==> src/rtl/agu_pkg.sv <==
// Shared types for the address generator.
// Assumes the mode code is two bits wide; code 3 behaves as linear.
package agu_pkg;
    typedef enum logic [1:0] {
        STEP_LINEAR  = 2'd0,
        STEP_CIRCLE  = 2'd1,
        STEP_REVERSE = 2'd2,
        STEP_SPARE   = 2'd3
    } step_mode_e;

    typedef struct packed {
        step_mode_e mode;
        logic [4:0] log2sz;
    } ptr_cfg_t;
endpackage

==> src/rtl/agu_stepper.sv <==
// Combinational next-pointer computation for one request.
// Assumes circular and reverse-carry buffers are aligned to their size,
// so the bits at and above log2sz stay fixed while the low field moves.
module agu_stepper #(
    parameter int AW = 32,
    parameter int OW = 8,
    parameter int KW = 5
) (
    input  logic [AW-1:0]         cur,
    input  agu_pkg::step_mode_e   mode,
    input  logic [KW-1:0]         log2sz,
    input  logic [OW-1:0]         off,
    input  logic [1:0]            esz,
    input  logic                  dec,
    output logic [AW-1:0]         nxt
);
    import agu_pkg::*;

    localparam int SW = KW + 1;

    logic [1:0]    scale;
    logic [AW-1:0] step;
    logic [AW-1:0] mask;
    logic [AW-1:0] field;
    logic [AW-1:0] upper;
    logic [AW-1:0] lin_nxt;
    logic [AW-1:0] circ_low;
    logic [SW-1:0] rsh;
    logic [AW-1:0] rev_field;
    logic [AW-1:0] rev_step;
    logic [AW-1:0] rev_sum;
    logic [AW-1:0] rev_low;

    // Mirror a full-width word end to end.
    function automatic logic [AW-1:0] mirror(input logic [AW-1:0] v);
        logic [AW-1:0] r;
        for (int i = 0; i < AW; i++) r[i] = v[AW-1-i];
        return r;
    endfunction

    // Scale the offset by the element size.
    always_comb begin
        scale = (esz == 2'd0) ? 2'd0 : (esz == 2'd1) ? 2'd1 : 2'd2;
        step  = AW'(off) << scale;
    end

    // Split the pointer into the fixed upper part and the moving field.
    always_comb begin
        mask  = (AW'(1) << log2sz) - AW'(1);
        field = cur & mask;
        upper = cur & ~mask;
        rsh   = SW'(AW) - SW'(log2sz);
    end

    // Linear and circular candidates.
    always_comb begin
        lin_nxt  = dec ? (cur - step) : (cur + step);
        circ_low = (dec ? (field - step) : (field + step)) & mask;
    end

    // Reverse-carry candidate: mirror the field, add, mirror back.
    always_comb begin
        rev_field = mirror(field) >> rsh;
        rev_step  = mirror(step & mask) >> rsh;
        rev_sum   = (dec ? (rev_field - rev_step) : (rev_field + rev_step)) & mask;
        rev_low   = mirror(rev_sum) >> rsh;
    end

    // Pick the candidate for the register's mode.
    always_comb begin
        case (mode)
            STEP_CIRCLE:  nxt = upper | circ_low;
            STEP_REVERSE: nxt = upper | rev_low;
            default:      nxt = lin_nxt;
        endcase
    end
endmodule

==> src/rtl/agu_regbank.sv <==
// Pointer registers with their per-register mode and size.
// Assumes at most one configuration write and one update per cycle;
// the configuration write wins when both name the same register.
module agu_regbank #(
    parameter int AW   = 32,
    parameter int NREG = 4,
    parameter int KW   = 5,
    localparam int RW  = (NREG > 1) ? $clog2(NREG) : 1
) (
    input  logic                 clk,
    input  logic                 rst_n,
    input  logic                 cfg_we,
    input  logic [RW-1:0]        cfg_sel,
    input  agu_pkg::ptr_cfg_t    cfg_val,
    input  logic [AW-1:0]        cfg_ptr,
    input  logic                 upd_we,
    input  logic [RW-1:0]        upd_sel,
    input  logic [AW-1:0]        upd_ptr,
    input  logic [RW-1:0]        rd_sel,
    output logic [AW-1:0]        rd_ptr,
    output agu_pkg::ptr_cfg_t    rd_cfg
);
    import agu_pkg::*;

    logic [NREG-1:0][AW-1:0] ptr_q;
    ptr_cfg_t                cfg_q [NREG];

    for (genvar g = 0; g < NREG; g++) begin : g_reg
        logic hit_cfg;
        logic hit_upd;
        assign hit_cfg = cfg_we && (cfg_sel == RW'(g));
        assign hit_upd = upd_we && (upd_sel == RW'(g));

        // Hold, load or step one pointer register.
        always_ff @(posedge clk) begin
            if (!rst_n) begin
                ptr_q[g] <= '0;
                cfg_q[g] <= '{mode: STEP_LINEAR, log2sz: '0};
            end else if (hit_cfg) begin
                ptr_q[g] <= cfg_ptr;
                cfg_q[g] <= cfg_val;
            end else if (hit_upd) begin
                ptr_q[g] <= upd_ptr;
            end
        end
    end

    // Read the register named by the request.
    always_comb begin
        rd_ptr = ptr_q[rd_sel];
        rd_cfg = cfg_q[rd_sel];
    end


    idle_hold_chk: assert property (@(posedge clk) disable iff (!rst_n)
        (!cfg_we && !upd_we) |=> $stable(ptr_q));


    cfg_load_chk: assert property (@(posedge clk) disable iff (!rst_n)
        cfg_we |=> (ptr_q[$past(cfg_sel)] == $past(cfg_ptr)));
endmodule

==> src/rtl/dsp_agu.sv <==
// Data address generator top: one request per cycle returns the current
// pointer and writes back the stepped pointer at the clock edge.
// Assumes buffers in circular/reverse modes are aligned to their size.
module dsp_agu #(
    parameter int AW   = 32,
    parameter int NREG = 4,
    parameter int OW   = 8,
    localparam int RW  = (NREG > 1) ? $clog2(NREG) : 1,
    localparam int KW  = $clog2(AW)
) (
    input  logic            clk,
    input  logic            rst_n,
    input  logic            cfg_we,
    input  logic [RW-1:0]   cfg_sel,
    input  logic [1:0]      cfg_mode,
    input  logic [KW-1:0]   cfg_log2sz,
    input  logic [AW-1:0]   cfg_ptr,
    input  logic            req_valid,
    input  logic [RW-1:0]   req_sel,
    input  logic            req_dec,
    input  logic [OW-1:0]   req_off,
    input  logic [1:0]      req_esz,
    output logic [AW-1:0]   addr_out
);
    import agu_pkg::*;

    ptr_cfg_t      cfg_val;
    ptr_cfg_t      sel_cfg;
    logic [AW-1:0] cur_ptr;
    logic [AW-1:0] nxt_ptr;

    // Pack the configuration fields for the bank.
    always_comb begin
        cfg_val.mode   = step_mode_e'(cfg_mode);
        cfg_val.log2sz = cfg_log2sz;
    end

    agu_regbank #(.AW(AW), .NREG(NREG), .KW(KW)) u_bank (
        .clk     (clk),
        .rst_n   (rst_n),
        .cfg_we  (cfg_we),
        .cfg_sel (cfg_sel),
        .cfg_val (cfg_val),
        .cfg_ptr (cfg_ptr),
        .upd_we  (req_valid),
        .upd_sel (req_sel),
        .upd_ptr (nxt_ptr),
        .rd_sel  (req_sel),
        .rd_ptr  (cur_ptr),
        .rd_cfg  (sel_cfg)
    );

    agu_stepper #(.AW(AW), .OW(OW), .KW(KW)) u_step (
        .cur    (cur_ptr),
        .mode   (sel_cfg.mode),
        .log2sz (sel_cfg.log2sz),
        .off    (req_off),
        .esz    (req_esz),
        .dec    (req_dec),
        .nxt    (nxt_ptr)
    );

    // Return the pre-update pointer.
    assign addr_out = cur_ptr;


    upper_hold_chk: assert property (@(posedge clk) disable iff (!rst_n)
        (req_valid && (sel_cfg.mode == STEP_CIRCLE || sel_cfg.mode == STEP_REVERSE))
        |-> ((nxt_ptr >> sel_cfg.log2sz) == (cur_ptr >> sel_cfg.log2sz)));


    unit_buf_chk: assert property (@(posedge clk) disable iff (!rst_n)
        (req_valid && sel_cfg.log2sz == '0 &&
         (sel_cfg.mode == STEP_CIRCLE || sel_cfg.mode == STEP_REVERSE))
        |-> (nxt_ptr == cur_ptr));
endmodule

==> config.mk <==
export PLATFORM = sky130hd
export DESIGN_NAME = dsp_agu
export DESIGN_NICKNAME = d
export VERILOG_FILES = /design/src/rtl/agu_pkg.sv /design/src/rtl/agu_stepper.sv /design/src/rtl/agu_regbank.sv /design/src/rtl/dsp_agu.sv
export SDC_FILE = /design/constraint.sdc
export NUM_CORES = 1
export LEC_CHECK = 0
export ABC_CLOCK_PERIOD_IN_PS = 13000
export BUFFER_PORTS_ARGS = -buffer_cell sky130_fd_sc_hd__buf_4
export CAP_MARGIN = 15
export CELL_PAD_IN_SITES_DETAIL_PLACEMENT = 1
export CELL_PAD_IN_SITES_GLOBAL_PLACEMENT = 2
export CORE_MARGIN = 3
export CORE_UTILIZATION = 38
export CTS_CLUSTER_SIZE = 28
export DETAILED_ROUTE_END_ITERATION = 10
export GPL_ROUTABILITY_DRIVEN = 0
export GPL_TIMING_DRIVEN = 1
export PLACE_DENSITY_LB_ADDON = 0.1
export SYNTH_ARGS = -nofsm -noshare
export SYNTH_HDL_FRONTEND = slang
export SYNTH_SLANG_ARGS = --single-unit
==> constraint.sdc <==
create_clock -name clk -period 13 [get_ports clk]
set_input_delay 0 -clock clk [delete_from_list [all_inputs] [get_ports clk]]
set_output_delay 0 -clock clk [all_outputs]
set_load 0.05 [all_outputs]
# Yosys cells after proc, flatten, opt, wreduce, memory -nomap -nowiden
# Memory sizes are Yosys's and may differ from the RTL's.
# Index checks and enable logic that the tools add are counted.
# Widths: inputs -> output; s select.
dict set report word_totals {
  reg_bits 128
  ram_bits 28
  output_inout_bits 32
  wordCells 88
  n_memories 1
}
dict set report op_classes {
  addsub 8
  n_lt_le_gt_ge 1
  eq_ne 9
  shifts 5
  muxes 33
  bitwise_logic 12
  reduce_logical 15
}
# memory depth width rd rd_ports_with_merged_regs wr line_no
set memory_table {}
lappend memory_table {u_bank.cfg_q 4 7 1 0 4 agu_regbank.sv:26} ;# ptr_cfg_t cfg_q [NREG];
# cell count
set ops {}
lappend ops {{$mux 32} 12}
lappend ops {{$and 32x32->32} 5}
lappend ops {{$add 32x32->32} 3}
lappend ops {{$shr 32x6->32} 3}
lappend ops {{$sub 32x32->32} 3}
lappend ops {{$bmux 32 s2} 1}
lappend ops {{$or 32x32->32} 2}
lappend ops {{$pmux 32 s2} 1}
lappend ops {{$not 32->32} 1}
lappend ops {{$shl 1x5->32 const A} 1}
lappend ops {{$shl 8x2->32} 1}
lappend ops {{$sub 32x2->32 const B} 1}
lappend ops {{$mux 7} 4}
lappend ops {{$mux 1} 13}
lappend ops {{$eq 2x2->1 const B} 5}
lappend ops {{$eq 2x1->1 const B} 4}
lappend ops {{$logic_and 1x1->1} 8}
lappend ops {{$reduce_bool 2->1} 4}
lappend ops {{$logic_not 2->1} 3}
lappend ops {{$sub 6x5->6 const A} 1}
lappend ops {{$mux 2} 2}
lappend ops {{$or 1x1->1} 4}
lappend ops {{$lt 2x3->1 const B} 1}

# Logic depth before layout (Yosys ltp)
# Gate-level depths: netlist of run 1.
dict set report depth {
  depth_word 14
  ltp_mapped 46
  mapped_depth_nobuf 36
}

# By module
# A second synthesis of run 1 with hierarchy kept.
dict set report hier_totals {
  hier_cells 2734
  area_unflattened_um2 19889.1
}
# mod n_inst cells_per_inst area_per_inst_um2
set by_module_without_submodules {}
lappend by_module_without_submodules {agu_stepper 1 1899 12398.1}
lappend by_module_without_submodules {agu_regbank 1 835 7490.9}

# Worst setup path before layout of run 1
# Ideal clock, no wire load.
dict set report synth_timing {
  path_kind {input to register}
  startpoint {in req_sel[0]}
  endpoint {reg u_bank.ptr_q[106] (netlist bit)}
  setup_time_ps 93
  t_arrival_ps 9341
  path_slack_ps 3566
  cell_stages 40
  n_path_buf 7
  path_cell_list {buf_6 > buf_2 > mux2i_1 > mux2_2 > clkbuf_1 > clkbuf_1 > buf_1 > buf_1 > clkbuf_1 > ha_1 > inv_1 > nor4_4 > inv_1 > ha_1 > o211ai_1 > o21bai_1 > o41ai_1 > o22ai_2 > (+4 left out) > ha_1 > and3_1 > a2111oi_0 > a21oi_1 > ha_1 > or4_1 > o21ai_0 > o22ai_1 > o22a_1 > o311ai_0 > nand2b_1 > mux4_2 > o21ai_0 > a21oi_1 > nor4_1 > o31a_1 > nor2_1 > o32ai_1}
}
dict set report synth_via {
  elab_chain_cells 13
  word_cells_on_any_way 34
  classes_between {add/sub (8); eq/ne (3); shift (4); mux (8); bitwise (8); reduce/logical (2); memory (1)}
}
# item line_no
set synth_rtl {}
lappend synth_rtl {{start: declaration} dsp_agu.sv:19} ;# input logic [RW-1:0] req_sel,
lappend synth_rtl {{$mem_v2 4x7} n/a}
lappend synth_rtl {{$shl 1x5->32} agu_stepper.sv:49} ;# mask = (AW'(1) << log2sz) - AW'(1);
lappend synth_rtl {{$sub 32x2->32} agu_stepper.sv:49}
lappend synth_rtl {{$and 32x32->32 (on tied branches)} {agu_stepper.sv:50, agu_stepper.sv:64}}
lappend synth_rtl {{$shr 32x6->32 (on tied branches)} {agu_stepper.sv:63, agu_stepper.sv:64}}
lappend synth_rtl {{$add 32x32->32 / $sub 32x32->32 (equally long branches)} agu_stepper.sv:65} ;# rev_sum = (dec ? (rev_field - rev_step) : (rev_field + rev_step)) & mask;
lappend synth_rtl {{$mux 32} agu_stepper.sv:65}
lappend synth_rtl {{$and 32x32->32} agu_stepper.sv:65}
lappend synth_rtl {{$shr 32x6->32} agu_stepper.sv:66} ;# rev_low = mirror(rev_sum) >> rsh;
lappend synth_rtl {{$or 32x32->32} agu_stepper.sv:73} ;# STEP_REVERSE: nxt = upper | rev_low;
lappend synth_rtl {{$pmux 32 s2} agu_stepper.sv:71} ;# case (mode)
lappend synth_rtl {{$mux 32} agu_regbank.sv:42} ;# end else if (hit_upd) begin
lappend synth_rtl {{$mux 32} agu_regbank.sv:39} ;# end else if (hit_cfg) begin
lappend synth_rtl {{end signal: indexed assignment} agu_regbank.sv:40} ;# ptr_q[g] <= cfg_ptr;
lappend synth_rtl {{end signal: indexed assignment} agu_regbank.sv:43} ;# ptr_q[g] <= upd_ptr;
lappend synth_rtl {{end: declaration} agu_regbank.sv:25} ;# logic [NREG-1:0][AW-1:0] ptr_q;
# Several ways; a longest one is shown, not always the timed one. The select of a mux whose other input is x is not followed.
# A chain may end at the register's enable or synchronous reset.

# Final worst setup path of run 1
dict set report layout_timing {
  startpoint {mem u_bank.cfg_q[0][0] (netlist bit)}
  endpoint {reg u_bank.ptr_q[96] (netlist bit)}
}
dict set report layout_via {
  elab_chain_cells 13
  word_cells_on_any_way 24
  classes_between {add/sub (6); shift (4); mux (5); bitwise (8); memory (1)}
}
# item line_no
set layout_rtl {}
lappend layout_rtl {{start: declaration} agu_regbank.sv:26}
lappend layout_rtl {{$mem_v2 4x7 *} n/a}
lappend layout_rtl {{$shl 1x5->32} agu_stepper.sv:49}
lappend layout_rtl {{$sub 32x2->32} agu_stepper.sv:49}
lappend layout_rtl {{$and 32x32->32 (on tied branches)} {agu_stepper.sv:50, agu_stepper.sv:64}}
lappend layout_rtl {{$shr 32x6->32 (on tied branches)} {agu_stepper.sv:63, agu_stepper.sv:64}}
lappend layout_rtl {{$add 32x32->32 / $sub 32x32->32 (equally long branches)} agu_stepper.sv:65}
lappend layout_rtl {{$mux 32} agu_stepper.sv:65}
lappend layout_rtl {{$and 32x32->32} agu_stepper.sv:65}
lappend layout_rtl {{$shr 32x6->32} agu_stepper.sv:66}
lappend layout_rtl {{$or 32x32->32} agu_stepper.sv:73}
lappend layout_rtl {{$pmux 32 s2 *} agu_stepper.sv:71}
lappend layout_rtl {{$mux 32 *} agu_regbank.sv:42}
lappend layout_rtl {{$mux 32 *} agu_regbank.sv:39}
# Mark *: on every way between the ends. The rest lies on a longest branch, timed or not. The select of a mux whose other input is x is not followed.

==> results.yml, run 1 <==
run_status:
  status: "finished clean"
logic_synthesis:
  synth.ff_latch_count: 156
  synthTopCellsByArea: "dfxtp_1, ha_1, o21ai_0, mux4_2, nor2_1"
  synth-xor-area-share_pct: 4.999
  synth-edff-count: 28
  ys_types: 104
  syn_area_mm2: 0.01942
  yosys_warnings: 0
  yosys-top-cells-count: "nor2_1, o21ai_0, nand2_1"
  synth_area_per_cell_um2: 7.439
  synthAdderAreaFrac_pct: 7.073
  synth_compound_area_share_pct: 31.45
  synth_flop_cell: "dfxtp_1"
  async_flop_share_pct: 0
  synth_top_family_by_area: "compound AO/OA/AOI/OAI gates"
  postSynthNetCount: 2777
  synth_top_area_share_pct: 13.19
  synth_seq_area_share_pct: 17.52
  syn_inst: 2611
  muxShareOfSynthArea_pct: 11.74
  synthMostInstantiatedCell: "nor2_1"
  synth-simple-area-share_pct: 22.03
  synth_top_cell_by_area: "dfxtp_1"
route:
  dr.first_iter.drc_count: 1976
  wire_per_inst_um: 28.71
  drc: 0
  routed_via_density: 6.626
  ant_nets: 0
  firstDrtPassIters: 6
  vias: 22013
  routed_wl_um: 95370
sta:
  hold_viol: 0
  worst_pin_slew_ns: 1.270
  max_freq_mhz: 87.54
  rsz0062_at_grt: "false"
  timing.final.crit_share_pct: 87.87
  min_period_ns: 11.42
  slew_headroom_pct: 14.64
  drv_slew: 0
  finalClockSkew_ns: 0.007356
  hold_slack_ns: 0.01524
  timing.setup.tns_ns: 0
  setup_violations: 0
power:
  sw_frac_of_total_pct: 54.70
  internal_power_mw: 1.778
  pwr-share-comb_pct: 72.6
  peakVddDrop_v: 0.0001117
  p_leak_nw: 8.886
  p_per_area_mw_per_mm2: 180.9
  power.share.clock_pct: 13.2
  pwr-share-seq_pct: 14.2
  switchingPower_mw: 2.147
floorplan:
  fp.dieH_um: 232.1
  pin_count: 90
  core_area_mm2: 0.05038
  placementRows: 82
  die_w_um: 232.1
  start_util_pct: 38.56
  die_area_mm2: 0.05386
global_routing:
  grt.busiest_layer: "met2"
  use_met3_pct: 3.275
  grt_pass1_vias: 22080
  met1_usage_pct: 44.27
  grt_pass1_wl_um: 142000
  grt_overflow: 0
  grt_max_degree: 79
  antenna_found_initial: 0
  use_met2_pct: 58.67
  gr-usage-all-layers_pct: 34.59
setup_path:
  slowest_stage: "o41ai_1"
  reg2regPathDepth: 34
  worstPathArrival_ns: 11.76
  crit_top_cell: "o21ai_0"
  path_class: "flop to flop"
  worst_setup_path_start_kind: "flop"
  rrSetupSlack_ns: 1.58
  cp_data_required_time_ns: 13.34
  worstSetupEndpointType: "flop"
  cp_max_fo: 78
  r2r_start: "u_bank.cfg_q[0][0]"
  crit-reg2reg-capture: "u_bank.ptr_q[96]"
  slowest_delay_ns: 1.06
finish:
  fill_cells: 6203
  area_growth_pct: 11.71
  antenna_cells: 0
  regArea_mm2: 0.003403
  drive_gt1_share_pct: 12.04
  layout.nets: 2803
  multiInputGateArea_mm2: 0.01506
placement:
  portBuffers: 89
  dpl.hpwl_um: 73550
clock_network:
  cts_tree: "done"
  cts_made_buffers: 17
  clk_path_buf_depth: 2
  clk_latency_ns: 0.45
  root_buffer: "clkbuf_16"
  ctsHoldBuffers: 38
  cts_num_sinks: 156
  htree_levels: 4
  cts_resized: 0
  post-cts-setup-buffers: 0
  cts.reportedPaths.clkPinSlew_ns: 0.06
hold_path:
  worstHoldPathCells: 3
  hp-start: "cfg_sel[0]"
  min_to: "u_bank.ptr_q[71]"
  min_path_type: "input port to flop"
flow_run:
  cap_violations: 0
[worst max-delay path by stage]
stage                  startpoint           endpoint  slack (ns)  depth (start not counted)
5_1_grt        u_bank.cfg_q[3][0]   u_bank.ptr_q[42]        0.73                         34
3_5_place_dp           req_sel[1]   u_bank.ptr_q[10]        1.72                         34
6_report       u_bank.cfg_q[0][0]   u_bank.ptr_q[96]        1.58                         34
2_1_floorplan          req_sel[0]  u_bank.ptr_q[106]        3.57                         40
3_3_place_gp           req_sel[1]  u_bank.ptr_q[106]        1.89                         34
4_1_cts        u_bank.cfg_q[1][0]   u_bank.ptr_q[74]        1.86                         34
[flip-flops by register name, indices dropped and copies added (netlist names)]
name and flops:
u_bank.cfg_q 28, u_bank.ptr_q 128
[logic make-up (layout without fill, tap and decap cells)]
family	after synthesis	in the layout
simple gates	896	896
xor+xnor	110	110
buf+inv	255	294
compound gates	922	922
flops	156	156
fa+ha+maj	108	108
mux	163	163
other cells	1	1
[power by group through the flow]
stage / clock (mW) / combinational (mW) / sequential (mW)
6_report: 0.519 / 2.85 / 0.559
5_1_grt: 0.545 / 3.01 / 0.563
4_1_cts: 0.524 / 2.77 / 0.558
3_5_place_dp: 0 / 2.74 / 0.568
3_3_place_gp: 0 / 2.70 / 0.565
2_1_floorplan: 0 / 1.81 / 0.560
[layout by cell type, fill, tap and decap left out, types with 36 or more instances in the layout]
master           n
nor3_1          58
mux4_2          50
o221ai_1        40
dfxtp_1        128
ha_1           102
a21oi_1        187
nand3_1        100
o21ai_0        246
xnor2_1         64
a31oi_1         36
dlygate4sd3_1   38
nand2_1        230
a21o_1          46
a211oi_1        46
xor2_1          43
mux2i_1         94
nor2_1         284
inv_1           67
buf_4          150
[critical path: cells and delay by family (launching register included)]
family                     cells  cell delay (ns)
adders and majority gates      4             1.33
AOI/OAI and AO/OA             18             6.32
buffers and inverters          4             1.11
and+or+nand+nor                6             1.79
DFF                            1             0.37
muxes                          2             0.36
[per-layer routing]
layer | share of wire [%] | vias up
li1 | - | 9876
met1 | 42 | 11075
met2 | 47 | 854
met3 | 6.2 | 208
met4 | 5.2 | 0
met5 | 0 | -
[metrics by stage]
step	setup slack, ns	instances	cell area (um^2)	utilization [%]	power, mW
after floorplan	3.566	2611	19420	-	2.365
after global placement	1.895	3252	20710	41.12	3.266
after detailed placement	1.717	3252	20710	41.12	3.306
after CTS	1.864	3322	21700	43.07	3.847
after global routing	0.7255	3322	21700	43.07	4.120
final	1.577	3322	21700	43.07	3.925
[cell type report]
cell class | instances | area share (%)
multi-input cells | 2200 | 69.43
repair buffers | 188 | 6.943
inverters | 74 | 1.280
clock buffers | 22 | 2.283
well taps | 672 | 3.875
clock inverters | 10 | 0.5074
flip-flops and latches | 156 | 15.68
(Power assumes the default switching activity.)
==> run 2: changes to the inputs <==
--- a/config.mk
+++ b/config.mk
@@ -5,14 +5,14 @@
 export SDC_FILE = /design/constraint.sdc
 export NUM_CORES = 1
 export LEC_CHECK = 0
+export ABC_AREA = 1
 export ABC_CLOCK_PERIOD_IN_PS = 13000
 export BUFFER_PORTS_ARGS = -buffer_cell sky130_fd_sc_hd__buf_4
 export CAP_MARGIN = 15
 export CELL_PAD_IN_SITES_DETAIL_PLACEMENT = 1
 export CELL_PAD_IN_SITES_GLOBAL_PLACEMENT = 2
 export CORE_MARGIN = 3
-export CORE_UTILIZATION = 38
-export CTS_CLUSTER_SIZE = 28
+export CORE_UTILIZATION = 35
 export DETAILED_ROUTE_END_ITERATION = 10
 export GPL_ROUTABILITY_DRIVEN = 0
 export GPL_TIMING_DRIVEN = 1
==> run 2 against run 1 <==
Compared with the run above:
- sequential share of layout area is 0.061 points lower
- power decreased by 12%
- hold slack better by 0.029 ns
- first-iteration DRC count up 0.71%
- combinational power shrank 15%
- design area is 0.39% higher
- maximum frequency up 18%
- largest cell class unchanged
- largest power group unchanged
==> results.yml, run 2 <==
run_status:
  status: "finished clean"
sta:
  drv_slew: 0
  timing.setup.tns_ns: 0
  setup_violations: 0
  worst_pin_slew_ns: 1.177
  hold_slack_ns: 0.04427
  rsz0062_at_grt: "false"
  min_period_ns: 9.642
  max_freq_mhz: 103.7
  slew_headroom_pct: 21.24
  finalClockSkew_ns: 0.009421
  hold_viol: 0
  timing.final.crit_share_pct: 74.17
route:
  wire_per_inst_um: 24.33
  drc: 0
  routed_wl_um: 98560
  ant_nets: 0
  vias: 23538
  dr.first_iter.drc_count: 1990
  firstDrtPassIters: 8
  routed_via_density: 5.812
setup_path:
  worstPathArrival_ns: 9.99
  cp_data_required_time_ns: 13.35
  critical_path.top_delay_family: "simple AND/OR/NAND/NOR gates"
  worst_setup_path_start_kind: "flop"
  slowest_delay_ns: 0.95
  slowest_stage: "nor2_1"
  cp_max_fo: 71
  crit_top_cell: "nand2_1"
  worstSetupEndpointType: "flop"
  crit_buf_inv: 8
  rrSetupSlack_ns: 3.36
  path_class: "flop to flop"
floorplan:
  placementRows: 86
  start_util_pct: 35.56
  die_area_mm2: 0.05908
  fp.dieH_um: 243.1
  pin_count: 90
  core_area_mm2: 0.05531
  die_w_um: 243.1
power:
  pwr-share-comb_pct: 70.1
  sw_frac_of_total_pct: 57.43
  internal_power_mw: 1.468
  p_per_area_mw_per_mm2: 158.3
  p_leak_nw: 9.772
  switchingPower_mw: 1.980
  power.share.clock_pct: 13.9
  pwr-share-seq_pct: 15.9
  peakVddDrop_v: 0.0001149
finish:
  antenna_cells: 0
  top_regs: "u_bank.ptr_q (128), u_bank.cfg_q (28)"
  final_cell_mix: "nand2_1, inv_1, nand3_1, nor2_1, o21ai_0"
  final_common_cell: "nand2_1"
  drive_gt1_share_pct: 9.994
  largest_reg_flops: 128
  area_growth_pct: 10.75
  regMostFlops: "u_bank.ptr_q"
  fill_cells: 7493
  finalCoreUtilization_pct: 39.39
  layout.nets: 3455
global_routing:
  grt_max_degree: 80
  grt_overflow: 0
  met1_usage_pct: 41.74
  use_met2_pct: 55.30
  grt_pass1_vias: 23732
  grt.busiest_layer: "met2"
  gr-usage-all-layers_pct: 32.54
  use_met3_pct: 3.303
  grt_pass1_wl_um: 148500
  antenna_found_initial: 1
clock_network:
  cts_tree: "done"
  htree_levels: 4
  clk_path_buf_depth: 2
  clk_latency_ns: 0.44
  root_buffer: "clkbuf_16"
  cts_resized: 0
  cts_num_sinks: 156
  cts_made_buffers: 17
  cts.reportedPaths.clkPinSlew_ns: 0.07
flow_run:
  cap_violations: 0
logic_synthesis:
  async_flop_share_pct: 0
  syn_inst: 3268
  synth_flop_cell: "dfxtp_1"
  synthTopCellsByArea: "nand2_1, dfxtp_1, inv_1, ha_1, nand3_1"
  synthMostInstantiatedCell: "nand2_1"
  postSynthNetCount: 3434
  yosys-top-cells-count: "nand2_1, inv_1, nand3_1"
  yosys_warnings: 0
  synth_area_per_cell_um2: 6.019
  ys_types: 78
  synth_seq_area_share_pct: 17.30
  synth_top_area_share_pct: 15.97
  syn_area_mm2: 0.01967
  synth-edff-count: 28
  synth_top_cell_by_area: "nand2_1"
  synth.ff_latch_count: 156
placement:
  portBuffers: 89
  dpl.hpwl_um: 77430
hold_path:
  min_path_type: "input port to flop"
[run 2: cell count changes in the layout (fill, tap and decap cells not counted), moves of 27 or more]
cell | before | now
a31oi_1 | 36 | 115
inv_1 | 67 | 354
nand3_1 | 100 | 254
o31ai_1 | 35 | 8
xor2_1 | 43 | 70
nand2_2 | 0 | 34
mux2i_1 | 94 | 7
mux4_2 | 50 | 0
a211oi_1 | 46 | 16
nor3_1 | 58 | 21
nor2_1 | 284 | 249
nand2_1 | 230 | 837
and3_1 | 29 | 2
a21o_1 | 46 | 7
[run 2: power by group through the flow]
stage / Sequential [mW] / Clock (mW) / Combinational, mW
after global placement: 0.557 / 0 / 2.32
after detailed placement: 0.559 / 0 / 2.34
after floorplan: 0.553 / 0 / 1.57
final: 0.550 / 0.480 / 2.42
after CTS: 0.549 / 0.484 / 2.36
after global routing: 0.553 / 0.503 / 2.63
[run 2: layout make-up]
cell class | count | area, um^2 | area share (%)
multi-input cells | 2561 | 14130 | 64.85
well taps | 748 | 935.9 | 4.296
clock inverters | 15 | 122.6 | 0.5629
flip-flops and latches | 156 | 3403 | 15.62
clock buffers | 17 | 425.4 | 1.953
repair buffers | 160 | 1279 | 5.870
inverters | 393 | 1490 | 6.841
[run 2: cells by family after synthesis]
group | synth area share, %
and+or+nand+nor | 34.93
AOI/OAI and AO/OA | 24.39
buffers and inverters | 11.07
DFF | 17.30
xor gates and xnor gates | 4.943
adders and majority gates | 6.985
muxes | 0.3562
other | 0.01907
[run 2: final timing paths]
path	startpoint	endpoint	cells after the start
setup / recovery	u_bank.cfg_q[0][0]	u_bank.ptr_q[6]	43
hold / removal	cfg_ptr[31]	u_bank.ptr_q[63]	5
setup reg to reg	u_bank.cfg_q[0][0]	u_bank.ptr_q[6]	43
hold reg to reg	u_bank.ptr_q[62]	u_bank.ptr_q[62]	2
[run 2: stage by stage]
stage	setup WS (ns)	instances	area [um^2]	total power, mW
2_1_floorplan	5.584	3268	19670	2.121
3_3_place_gp	3.533	3987	20930	2.873
3_5_place_dp	3.354	3987	20930	2.901
4_1_cts	3.587	4050	21780	3.395
5_1_grt	2.643	4050	21780	3.682
6_report	3.358	4050	21780	3.448
[run 2: repair_timing]
action | CTS | global route
setup buffers | 0 | 0
hold buffers | 31 | 0
hold endpoints to repair | 123 | 0
[run 2: metal layers]
layer  part of all wire (%)  vias up  wire [um]
li1                       -    11059          -
met2                     47      799      46150
met4                    4.9        0       4832
met5                      0        -          0
met1                     43    11497      42340
met3                    5.3      183       5242
[run 2: worst register-to-register path, delay by kind of cell, from the launching register on]
family                   cells  cell delay (ns)
AO/OA/AOI/OAI                8             1.86
XOR/XNOR                     2             0.44
adder cells (fa/ha/maj)      3             1.04
buffers and inverters        8             1.96
flip-flops                   1             0.37
AND/OR/NAND/NOR             22             3.86
==> run 3: changes to the inputs <==
--- a/config.mk
+++ b/config.mk
@@ -6,7 +6,7 @@
 export NUM_CORES = 1
 export LEC_CHECK = 0
 export ABC_AREA = 1
-export ABC_CLOCK_PERIOD_IN_PS = 13000
+export ABC_CLOCK_PERIOD_IN_PS = 9750
 export BUFFER_PORTS_ARGS = -buffer_cell sky130_fd_sc_hd__buf_4
 export CAP_MARGIN = 15
 export CELL_PAD_IN_SITES_DETAIL_PLACEMENT = 1
==> constraint.sdc (replaced) <==
create_clock -name clk -period 9.75 [get_ports clk]
set_input_delay 0 -clock clk [delete_from_list [all_inputs] [get_ports clk]]
set_output_delay 0 -clock clk [all_outputs]
set_load 0.05 [all_outputs]
==> run 3 against run 2 <==
Compared with the run above:
- core utilization up 0.32 points
- critical path depth grew 1
- maximum frequency up 6.9%
- non-clock buffer count up 20
- flip-flop and latch count stayed put
- clock-buffer cell count grew 1
- clock power increased by 39%
- sequential share of layout area is 0.12 points lower
- power is 35% higher
- critical path type unchanged
- highest routed layer unchanged
==> results.yml, run 3 (same netlist as run 2, synthesis figures left out) <==
clock_network:
  clk_latency_ns: 0.44
  htree_levels: 4
  cts_tree: "done"
  cts_num_sinks: 156
  cts.reportedPaths.clkPinSlew_ns: 0.07
  clk_path_buf_depth: 2
  post-cts-setup-buffers: 0
  root_buffer: "clkbuf_16"
  cts_made_buffers: 17
sta:
  timing.final.crit_share_pct: 92.53
  slew_headroom_pct: 25.57
  min_period_ns: 9.021
  hold_viol: 0
  setup_violations: 0
  rsz0062_at_grt: "false"
  timing.setup.tns_ns: 0
  finalClockSkew_ns: 0.01451
  drv_slew: 0
  max_freq_mhz: 110.8
  worst_pin_slew_ns: 1.105
flow_run:
  cap_violations: 0
placement:
  dpl.hpwl_um: 77880
  portBuffers: 89
  dp_cells: 4007
setup_path:
  crit_buf_inv: 6
  worst_setup_path_start_kind: "flop"
  crit_top_cell: "o21ai_0"
  critical_path.top_delay_family: "compound AO/OA/AOI/OAI gates"
  r2r_start: "u_bank.cfg_q[3][4]"
  crit-reg2reg-capture: "u_bank.ptr_q[4]"
  reg2regPathDepth: 44
  worstPathArrival_ns: 9.37
  slowest_stage: "nor2_4"
  worstSetupEndpointType: "flop"
  cp_data_required_time_ns: 10.10
  path_class: "flop to flop"
  slowest_delay_ns: 0.64
  cp_max_fo: 29
  rrSetupSlack_ns: 0.73
power:
  peakVddDrop_v: 0.0001262
  p_per_area_mw_per_mm2: 212.6
  p_leak_nw: 9.886
route:
  wire_per_inst_um: 24.27
  drc: 0
  ant_nets: 0
  firstDrtPassIters: 5
  routed_wl_um: 98790
  routed_via_density: 5.820
  dr.first_iter.drc_count: 1807
  vias: 23686
finish:
  regArea_mm2: 0.003403
  final_cell_count_no_fill: 4070
  final_common_cell: "nand2_1"
  largest_reg_flops: 128
  top_regs: "u_bank.ptr_q (128), u_bank.cfg_q (28)"
  layout.nets: 3475
  multiInputGateArea_mm2: 0.01413
  final_cell_mix: "nand2_1, inv_1, nand3_1, nor2_1, o21ai_0"
  area_growth_pct: 11.64
  regMostFlops: "u_bank.ptr_q"
  drive_gt1_share_pct: 10.63
  fill_cells: 7499
  antenna_cells: 0
floorplan:
  die_area_mm2: 0.05908
  pin_count: 90
  fp.dieH_um: 243.1
  placementRows: 86
  start_util_pct: 35.56
  die_w_um: 243.1
  core_area_mm2: 0.05531
global_routing:
  use_met2_pct: 54.83
  grt_overflow: 0
  grt.busiest_layer: "met2"
  antenna_found_initial: 0
  met1_usage_pct: 42.49
  grt_max_degree: 70
  grt_pass1_vias: 23680
  grt_pass1_wl_um: 148700
  use_met3_pct: 2.265
  gr-usage-all-layers_pct: 32.60
hold_path:
  hp-start: "cfg_ptr[31]"
  min_to: "u_bank.ptr_q[127]"
  worstHoldPathCells: 5
  min_path_type: "input port to flop"
run_status:
  status: "finished clean"
-- run 3: changes by cell type in the layout (fill, tap and decap cells not counted), sizes merged --
cell and delta:
buf +20, bufinv +1, clkbuf +1, clkinv -3, inv +1
-- run 3: cell type report --
type | instances | share of cell area [%]
Sequential cell | 156 | 15.50
Clock inverter | 14 | 0.6553
Multi-Input combinational cell | 2561 | 64.34
Timing Repair Buffer | 180 | 6.507
Tap cell | 748 | 4.262
Clock buffer | 18 | 1.954
Inverter | 393 | 6.786
-- run 3: worst max path at each step --
stage,endpoint,slack (ns),start,depth (start not counted)
after floorplan,u_bank.ptr_q[34],2.33,u_bank.cfg_q[3][0],52
after global placement,u_bank.ptr_q[44],0.71,req_sel[0],45
after detailed placement,u_bank.ptr_q[44],0.60,req_sel[0],45
after CTS,u_bank.ptr_q[44],0.89,u_bank.cfg_q[3][0],41
after global routing,u_bank.ptr_q[97],0.10,u_bank.cfg_q[1][0],55
final,u_bank.ptr_q[4],0.73,u_bank.cfg_q[3][4],44
-- run 3: through the flow --
step	cell area, um^2	power [mW]	util, %	setup slack, ns	hold WS [ns]
floorplan	19670	2.827	-	2.334	0.1100
global placement	21080	3.879	38.11	0.7133	0.2292
detailed placement	21080	3.916	38.11	0.5965	0.2362
CTS	21960	4.606	39.70	0.8856	0.03630
global route	21960	4.973	39.70	0.1019	0.07360
finish	21960	4.668	39.70	0.7286	0.03713
-- run 3: per-layer routing --
metal / part of all wire, % / up-vias
met1: 44 / 11614
met5: 0 / -
met2: 46 / 790
met3: 4.3 / 179
met4: 5.2 / 0
li1: - / 11103
-- run 3: where the power goes --
group          internal, mW  switching [mW]  total (mW)  leakage, nW
Combinational         0.932            2.34        3.27         8.30
Sequential            0.708          0.0244       0.732         1.32
Clock                 0.377           0.292       0.669        0.271
Total                  2.02            2.65        4.67         9.89
-- run 3: worst register-to-register path, delay by kind of cell (launching register included) --
family / cells / cell delay (ns)
AOI/OAI and AO/OA: 16 / 3.52
and+or+nand+nor: 17 / 2.76
buffers and inverters: 6 / 0.82
adders and majority gates: 2 / 0.63
xor gates and xnor gates: 2 / 0.63
DFF: 1 / 0.41
muxes: 1 / 0.19
-- run 3: repair_timing --
item	CTS	global route
gates resized for setup	0	1
hold buffers	31	0
hold endpoints to repair	123	0
endpoints found under the setup margin	0	16
